## config.mk

```make
export PLATFORM = sky130hd
export DESIGN_NAME = tscap_unit
export DESIGN_NICKNAME = d
export VERILOG_FILES = /design/src/rtl/tscap_pkg.sv /design/src/rtl/tscap_edge_sync.sv /design/src/rtl/tscap_counter.sv /design/src/rtl/tscap_channel.sv /design/src/rtl/tscap_unit.sv
export SDC_FILE = /design/constraint.sdc
export NUM_CORES = 1
export LEC_CHECK = 0
export BUFFER_PORTS_ARGS = -buffer_cell sky130_fd_sc_hd__buf_4
export CAP_MARGIN = 20
export CORE_MARGIN = 2
export CORE_UTILIZATION = 50
export CTS_CLUSTER_DIAMETER = 150
export CTS_CLUSTER_SIZE = 8
export DETAILED_ROUTE_END_ITERATION = 10
export GPL_TIMING_DRIVEN = 1
export HOLD_SLACK_MARGIN = 0.06
export PLACE_DENSITY = 0.67
export SLEW_MARGIN = 20
export SYNTH_ARGS = -nofsm -noshare
export SYNTH_HDL_FRONTEND = slang
export SYNTH_SLANG_ARGS = --single-unit
```

## constraint.sdc

```tcl
create_clock -name clk -period 6.71 [get_ports clk]
set_input_delay 0.3355 -clock clk [delete_from_list [all_inputs] [get_ports clk]]
set_output_delay 0.3355 -clock clk [all_outputs]
set_load 0.01 [all_outputs]
```

## src/rtl/tscap_pkg.sv

```systemverilog
package tscap_pkg;
    localparam int CNT_W        = 64;
    localparam int WORD_W       = 32;
    localparam int REG_CTRL     = 0;
    localparam int REG_STAT     = 1;
    localparam int REG_CNT_LO   = 2;
    localparam int REG_CNT_HI   = 3;
    localparam int REG_CAP_BASE = 4;

    typedef struct packed {
        logic              run;
        logic              gated;
        logic [WORD_W-1:0] hold;
        logic [WORD_W-1:0] rdata;
    } bus_regs_t;

    typedef struct packed {
        logic [CNT_W-1:0] cnt;
    } cnt_state_t;
endpackage

```

## src/rtl/tscap_edge_sync.sv

```systemverilog
module tscap_edge_sync #(
    parameter int STAGES = 2
) (
    input  logic clk,
    input  logic rst_n,
    input  logic pin,
    output logic rise,
    output logic fall
);
    typedef struct packed {
        logic [STAGES-1:0] sync;
        logic              prev;
    } edge_state_t;

    edge_state_t cur_q, nxt_d;

    always_comb begin
        nxt_d      = cur_q;
        nxt_d.sync = {cur_q.sync[STAGES-2:0], pin};
        nxt_d.prev = cur_q.sync[STAGES-1];
    end

    always_ff @(posedge clk or negedge rst_n) begin
        if (!rst_n) cur_q <= '0;
        else        cur_q <= nxt_d;
    end

    assign rise = cur_q.sync[STAGES-1] & ~cur_q.prev;
    assign fall = ~cur_q.sync[STAGES-1] & cur_q.prev;

    AST_RISE_SINGLE: assert property (@(posedge clk) disable iff (!rst_n)
        rise |=> !rise);
endmodule

```

## src/rtl/tscap_counter.sv

```systemverilog
module tscap_counter
    import tscap_pkg::*;
(
    input  logic              clk,
    input  logic              rst_n,
    input  logic              run,
    input  logic              ld_lo,
    input  logic              ld_hi,
    input  logic [WORD_W-1:0] wdata,
    output logic [CNT_W-1:0]  cnt
);
    cnt_state_t cur_q, nxt_d;

    always_comb begin
        nxt_d = cur_q;
        if (ld_lo || ld_hi) begin
            if (ld_lo) nxt_d.cnt[WORD_W-1:0]     = wdata;
            if (ld_hi) nxt_d.cnt[CNT_W-1:WORD_W] = wdata;
        end else if (run) begin
            nxt_d.cnt = cur_q.cnt + CNT_W'(1);
        end
    end

    always_ff @(posedge clk or negedge rst_n) begin
        if (!rst_n) cur_q <= '0;
        else        cur_q <= nxt_d;
    end

    assign cnt = cur_q.cnt;

    AST_CNT_STEP: assert property (@(posedge clk) disable iff (!rst_n)
        (run && !ld_lo && !ld_hi) |=> (cnt == $past(cnt) + CNT_W'(1)));
    AST_CNT_HOLD: assert property (@(posedge clk) disable iff (!rst_n)
        (!run && !ld_lo && !ld_hi) |=> $stable(cnt));
endmodule

```

## src/rtl/tscap_channel.sv

```systemverilog
module tscap_channel
    import tscap_pkg::*;
(
    input  logic             clk,
    input  logic             rst_n,
    input  logic             evt,
    input  logic             gated,
    input  logic             ack,
    input  logic [CNT_W-1:0] stamp,
    output logic [CNT_W-1:0] val,
    output logic             hit
);
    typedef struct packed {
        logic [CNT_W-1:0] val;
        logic             hit;
    } chan_state_t;

    chan_state_t cur_q, nxt_d;
    logic        fire;

    always_comb begin
        nxt_d = cur_q;
        fire  = evt && (!gated || !cur_q.hit || ack);
        if (fire) begin
            nxt_d.val = stamp;
            nxt_d.hit = 1'b1;
        end else if (ack) begin
            nxt_d.hit = 1'b0;
        end
    end

    always_ff @(posedge clk or negedge rst_n) begin
        if (!rst_n) cur_q <= '0;
        else        cur_q <= nxt_d;
    end

    assign val = cur_q.val;
    assign hit = cur_q.hit;

    AST_HIT_ON_CAP: assert property (@(posedge clk) disable iff (!rst_n)
        evt && !gated |=> hit);
    AST_GATED_HOLD: assert property (@(posedge clk) disable iff (!rst_n)
        (gated && hit && !ack) |=> $stable(val));
    AST_ACK_CLEAR: assert property (@(posedge clk) disable iff (!rst_n)
        (ack && !evt) |=> !hit);
    AST_COLLIDE_KEEP: assert property (@(posedge clk) disable iff (!rst_n)
        (ack && evt) |=> (hit && val == $past(stamp)));
endmodule

```

## src/rtl/tscap_unit.sv

```systemverilog
module tscap_unit
    import tscap_pkg::*;
#(
    parameter  int N_LATCH     = 2,
    parameter  int SYNC_STAGES = 2,
    localparam int N_CAP       = 2 * N_LATCH,
    localparam int ADDR_W      = $clog2(REG_CAP_BASE + 2 * N_CAP)
) (
    input  logic              clk,
    input  logic              rst_n,
    input  logic [N_LATCH-1:0] latch_in,
    input  logic [ADDR_W-1:0] bus_addr,
    input  logic              bus_rd,
    input  logic              bus_wr,
    input  logic [WORD_W-1:0] bus_wdata,
    output logic [WORD_W-1:0] bus_rdata
);
    bus_regs_t         cur_q, nxt_d;
    logic [CNT_W-1:0]  cnt;
    logic              ld_lo, ld_hi;
    logic [N_CAP-1:0]  evt, ack, hit;
    logic [CNT_W-1:0]  cap_val [N_CAP];
    int                a;

    tscap_counter i_counter (
        .clk   (clk),
        .rst_n (rst_n),
        .run   (cur_q.run),
        .ld_lo (ld_lo),
        .ld_hi (ld_hi),
        .wdata (bus_wdata),
        .cnt   (cnt)
    );

    for (genvar l = 0; l < N_LATCH; l++) begin : g_latch
        tscap_edge_sync #(.STAGES(SYNC_STAGES)) i_sync (
            .clk   (clk),
            .rst_n (rst_n),
            .pin   (latch_in[l]),
            .rise  (evt[2*l]),
            .fall  (evt[2*l+1])
        );
    end

    for (genvar k = 0; k < N_CAP; k++) begin : g_cap
        assign ack[k] = bus_rd && (int'(bus_addr) == REG_CAP_BASE + 2*k + 1);
        tscap_channel i_chan (
            .clk   (clk),
            .rst_n (rst_n),
            .evt   (evt[k]),
            .gated (cur_q.gated),
            .ack   (ack[k]),
            .stamp (cnt),
            .val   (cap_val[k]),
            .hit   (hit[k])
        );
    end

    always_comb begin
        a     = int'(bus_addr);
        nxt_d = cur_q;
        ld_lo = bus_wr && !cur_q.run && (a == REG_CNT_LO);
        ld_hi = bus_wr && !cur_q.run && (a == REG_CNT_HI);
        if (bus_wr && a == REG_CTRL) begin
            nxt_d.run   = bus_wdata[0];
            nxt_d.gated = bus_wdata[1];
        end
        if (bus_rd) begin
            nxt_d.rdata = '0;
            if (a == REG_CTRL) nxt_d.rdata = {30'b0, cur_q.gated, cur_q.run};
            if (a == REG_STAT) nxt_d.rdata = WORD_W'(hit);
            if (a == REG_CNT_LO) begin
                nxt_d.rdata = cnt[WORD_W-1:0];
                nxt_d.hold  = cnt[CNT_W-1:WORD_W];
            end
            if (a == REG_CNT_HI) nxt_d.rdata = cur_q.hold;
            for (int k = 0; k < N_CAP; k++) begin
                if (a == REG_CAP_BASE + 2*k) begin
                    nxt_d.rdata = cap_val[k][WORD_W-1:0];
                    nxt_d.hold  = cap_val[k][CNT_W-1:WORD_W];
                end
                if (a == REG_CAP_BASE + 2*k + 1) nxt_d.rdata = cur_q.hold;
            end
        end
    end

    always_ff @(posedge clk or negedge rst_n) begin
        if (!rst_n) begin
            cur_q     <= '0;
            cur_q.run <= 1'b1;
        end else begin
            cur_q <= nxt_d;
        end
    end

    assign bus_rdata = cur_q.rdata;

    AST_RUN_WRITE_IGNORED: assert property (@(posedge clk) disable iff (!rst_n)
        (cur_q.run && bus_wr && int'(bus_addr) == REG_CNT_LO) |=>
        (cnt[WORD_W-1:0] == $past(cnt[WORD_W-1:0]) + WORD_W'(1)));
    AST_IDLE_RDATA: assert property (@(posedge clk) disable iff (!rst_n)
        !bus_rd |=> $stable(bus_rdata));
endmodule

```

==> impl_metrics.yaml <==
critical_path:
  crit_chain: "buf_4 -> inv_1 -> nor3_2 -> nand2_1 -> a31o_4 -> buf_4 -> mux2_2"
  path_max_fanout: 51
  crit_family: "buffers and inverters"
  crit_start: "bus_addr[0]"
  cp.depth: 7
  critPathKind: "primary input to flop"
  r2r_cells: 5
  r2r_end: "i_counter.cnt[49]"
  cp-start-kind: "primary input"
  reg2reg_slack_ns: 3.55
  required_ns: 7.18
  max_stage_delay_ns: 1.02
  endpoint_kind: "flop"
  crit_end: "g_cap[2].i_chan.val[48]"
  cp_common_cell: "buf_4"
  slowest_stage: "nor3_2"
  reg2reg_from: "i_counter.cnt[2]"
  worst-path-buf-inv: 3
  cp.arrival_ns: 3.79
floorplan:
  core_um2: 38830
  die_h_um: 203.0
  rows: 72
  initial_utilization_pct: 51.01
  die-area_um2: 41220
  io_pins: 74
  die_w_um: 203.0
sta:
  clock_skew_ns: 0.02684
  fmax_mhz: 300.9
  final_max_slew_viol_count: 0
  slew_headroom_pct: 21.17
  worst_slew_pin_slew_ns: 1.176
  tns_ns: 0
  setup_violations: 0
  finalCritPeriodShare_pct: 49.53
  rsz0062_at_grt: "no"
  hold_viol: 0
  fin_crit_ns: 3.324
  setup_ws_ns: 3.386
clock_tree:
  cts_num_sinks: 396
  clk_latency_ns: 0.61
  clkTransAtPathRegs_ns: 0.05
  cts_resized: 0
  root_buffer: "clkbuf_16"
  cts_tree: "built"
  cts_made_buffers: 55
  clk_path_buf_depth: 3
  htreeDepth: 2
synth:
  ys.flop_type: "dfrtp_1"
  yosysTopAreaCell: "dfrtp_1"
  ys_async_sr_fraction_pct: 100.0
  yosysTopAreaCellShare_pct: 49.91
  synth_seq_area_share_pct: 50.04
  synth_commonest_cells: "395 x dfrtp_1, 237 x mux2_2, 160 x clkbuf_1"
  synth_edf_count: 0
  avgSynthCellArea_um2: 10.63
  synth_area_um2: 19800
  yosysMostFrequentCell: "dfrtp_1"
  yosys_register_bits: 396
  synth_warnings: 0
  synthesis.nets: 1906
  syn-instance-count: 1863
  yosysUniqueCellTypes: 70
  synth_area_leaders: "dfrtp_1 50%, mux2_2 13%, clkbuf_1 3.0%, a21oi_1 2.8%, o21ai_0 2.4%"
run:
  drv_cap: 0
power:
  pwr-share-comb_pct: 18.2
  p_clk_share_pct: 33.2
  power_per_cell_area_nw_per_um2: 343.8
  p_switching_w: 0.002325
  swShare_pct: 30.67
  p_int_w: 0.005255
  seqPwrFrac_pct: 48.6
  p_leak_nw: 9.281
  ir_drop_mv: 0.1829
route:
  antenna_left: 0
  drc: 0
  wl_per_cell_um: 25.82
  first_pass_iters: 8
  drt_wl_total_mm: 60.58
  drt_iter0_markers: 2152
  avgViaCountPerCell: 6.778
  vias: 15900
global_route:
  grt_pass1_vias: 15510
  antenna_found_initial: 0
  grtUsageTotal_pct: 29.74
  grt-ovfl-total: 0
  grt_max_degree: 186
  grt_pass1_wl_mm: 93.86
final_layout:
  finalNonFillerCells: 2346
  area_delta_synth_final_pct: 11.32
  final_nets: 1856
  fin_util_pct: 56.78
  layout-drive-gt1-share_pct: 23.30
  antenna_cells: 0
status:
  outcome: "finished, final reports clean"
place:
  dp_hpwl_mm: 37.12
  portBuffers: 73
  dp_slack_ns: 2.942
  dp.cells: 2258
  gp_congestion: 0.9165
hold_path:
  hold_class: "primary input to flop"
==> routing by layer <==
layer	GRT usage, %	part of all wire [%]	wire (um)
met3	5.136	9.3	5634
met5	0	0	0
met1	41.91	42	25310
met2	45.52	46	27690
met4	12.59	3.2	1945
==> worst min path at each step <==
stage	from	to	slack (ns)	depth (start not counted)
2_1_floorplan	rst_n	bus_rdata[0]	0.04	0
3_3_place_gp	g_latch[1].i_sync.cur_q[1]	g_latch[1].i_sync.cur_q[2]	0.34	0
3_5_place_dp	g_latch[0].i_sync.cur_q[1]	g_latch[0].i_sync.cur_q[2]	0.34	0
4_1_cts	bus_wdata[6]	i_counter.cnt[38]	0.06	2
5_1_grt	bus_wdata[6]	i_counter.cnt[38]	0.09	2
6_report	bus_wdata[3]	i_counter.cnt[3]	0.09	3
==> final cells by class <==
type                       instances  area [um2]
clock buffer                      69        1450
clock inverter                     3       55.05
fill                            3322       16780
inverter                          15       56.30
multi-input combinational       1233        9005
sequential                       396        9911
tap                              518       648.1
timing repair buffer             112       919.6
==> flip-flops by register name, indices dropped and copies added (netlist names) <==
name	cells
bus_rdata	32
cur_q	34
g_cap.i_chan.hit	4
g_cap.i_chan.val	256
g_latch.i_sync.cur_q	6
i_counter.cnt	64
==> kinds of logic after synthesis <==
logic type	after synthesis	synth area share, %
and+or+nand+nor	393	9.805
adders and majority gates	1	0.06317
buffers and inverters	234	5.130
AOI/OAI and AO/OA	595	21.13
DFF	396	50.04
xor gates and xnor gates	1	0.04423
muxes	243	13.78
==> placed cells by master (no fill, tap or decap), drive strengths merged, types with 15 or more instances in the layout <==
cell and count:
o21a 24, a21oi 111, a21o 42, nand4 22
o21ai 96, and3 21, dfrtp 395, nand3 43
a221oi 26, a221o 25, inv 15, a222oi 37
nor3 28, nor2 86, mux2 237, clkbuf 69
o211ai 22, buf 98, a22oi 60, nand2 118
o22ai 26, a31oi 30
==> repair_timing <==
action | 4_1_cts | 5_1_grt
buffers inserted | 0 | 0
setup endpoints to repair | 0 | 0
hold buffers | 14 | 0
hold endpoints to repair | 143 | 0
==> power groups by stage <==
| stage | clock network, W | registers [W] | logic [W] |
|---|---|---|---|
| 3_3_place_gp | 0 | 0.00366 | 0.00132 |
| 4_1_cts | 0.00256 | 0.00366 | 0.00137 |
| 2_1_floorplan | 0 | 0.00333 | 0.00120 |
| 3_5_place_dp | 0 | 0.00369 | 0.00136 |
| 5_1_grt | 0.00265 | 0.00376 | 0.00151 |
| 6_report | 0.00252 | 0.00368 | 0.00138 |
==> worst reg2reg max path: stages (launching register included) <==
cell and delay (ns):
dfrtp_1 0.63, nand3_1 0.48, nor4_1 0.61, nand4_1 0.58
or3_1 0.50, o211a_1 0.23
==> metrics by stage <==
stage / total power [W] / instance area (um2) / hold slack, ns
floorplan: 0.004531 / 19800 / 0.03991
global placement: 0.004973 / 20360 / 0.3355
detailed placement: 0.005057 / 20360 / 0.3417
CTS: 0.007590 / 22010 / 0.06079
global route: 0.007922 / 22040 / 0.08503
finish: 0.007580 / 22040 / 0.08952
Power figures use the tool's default switching activity.
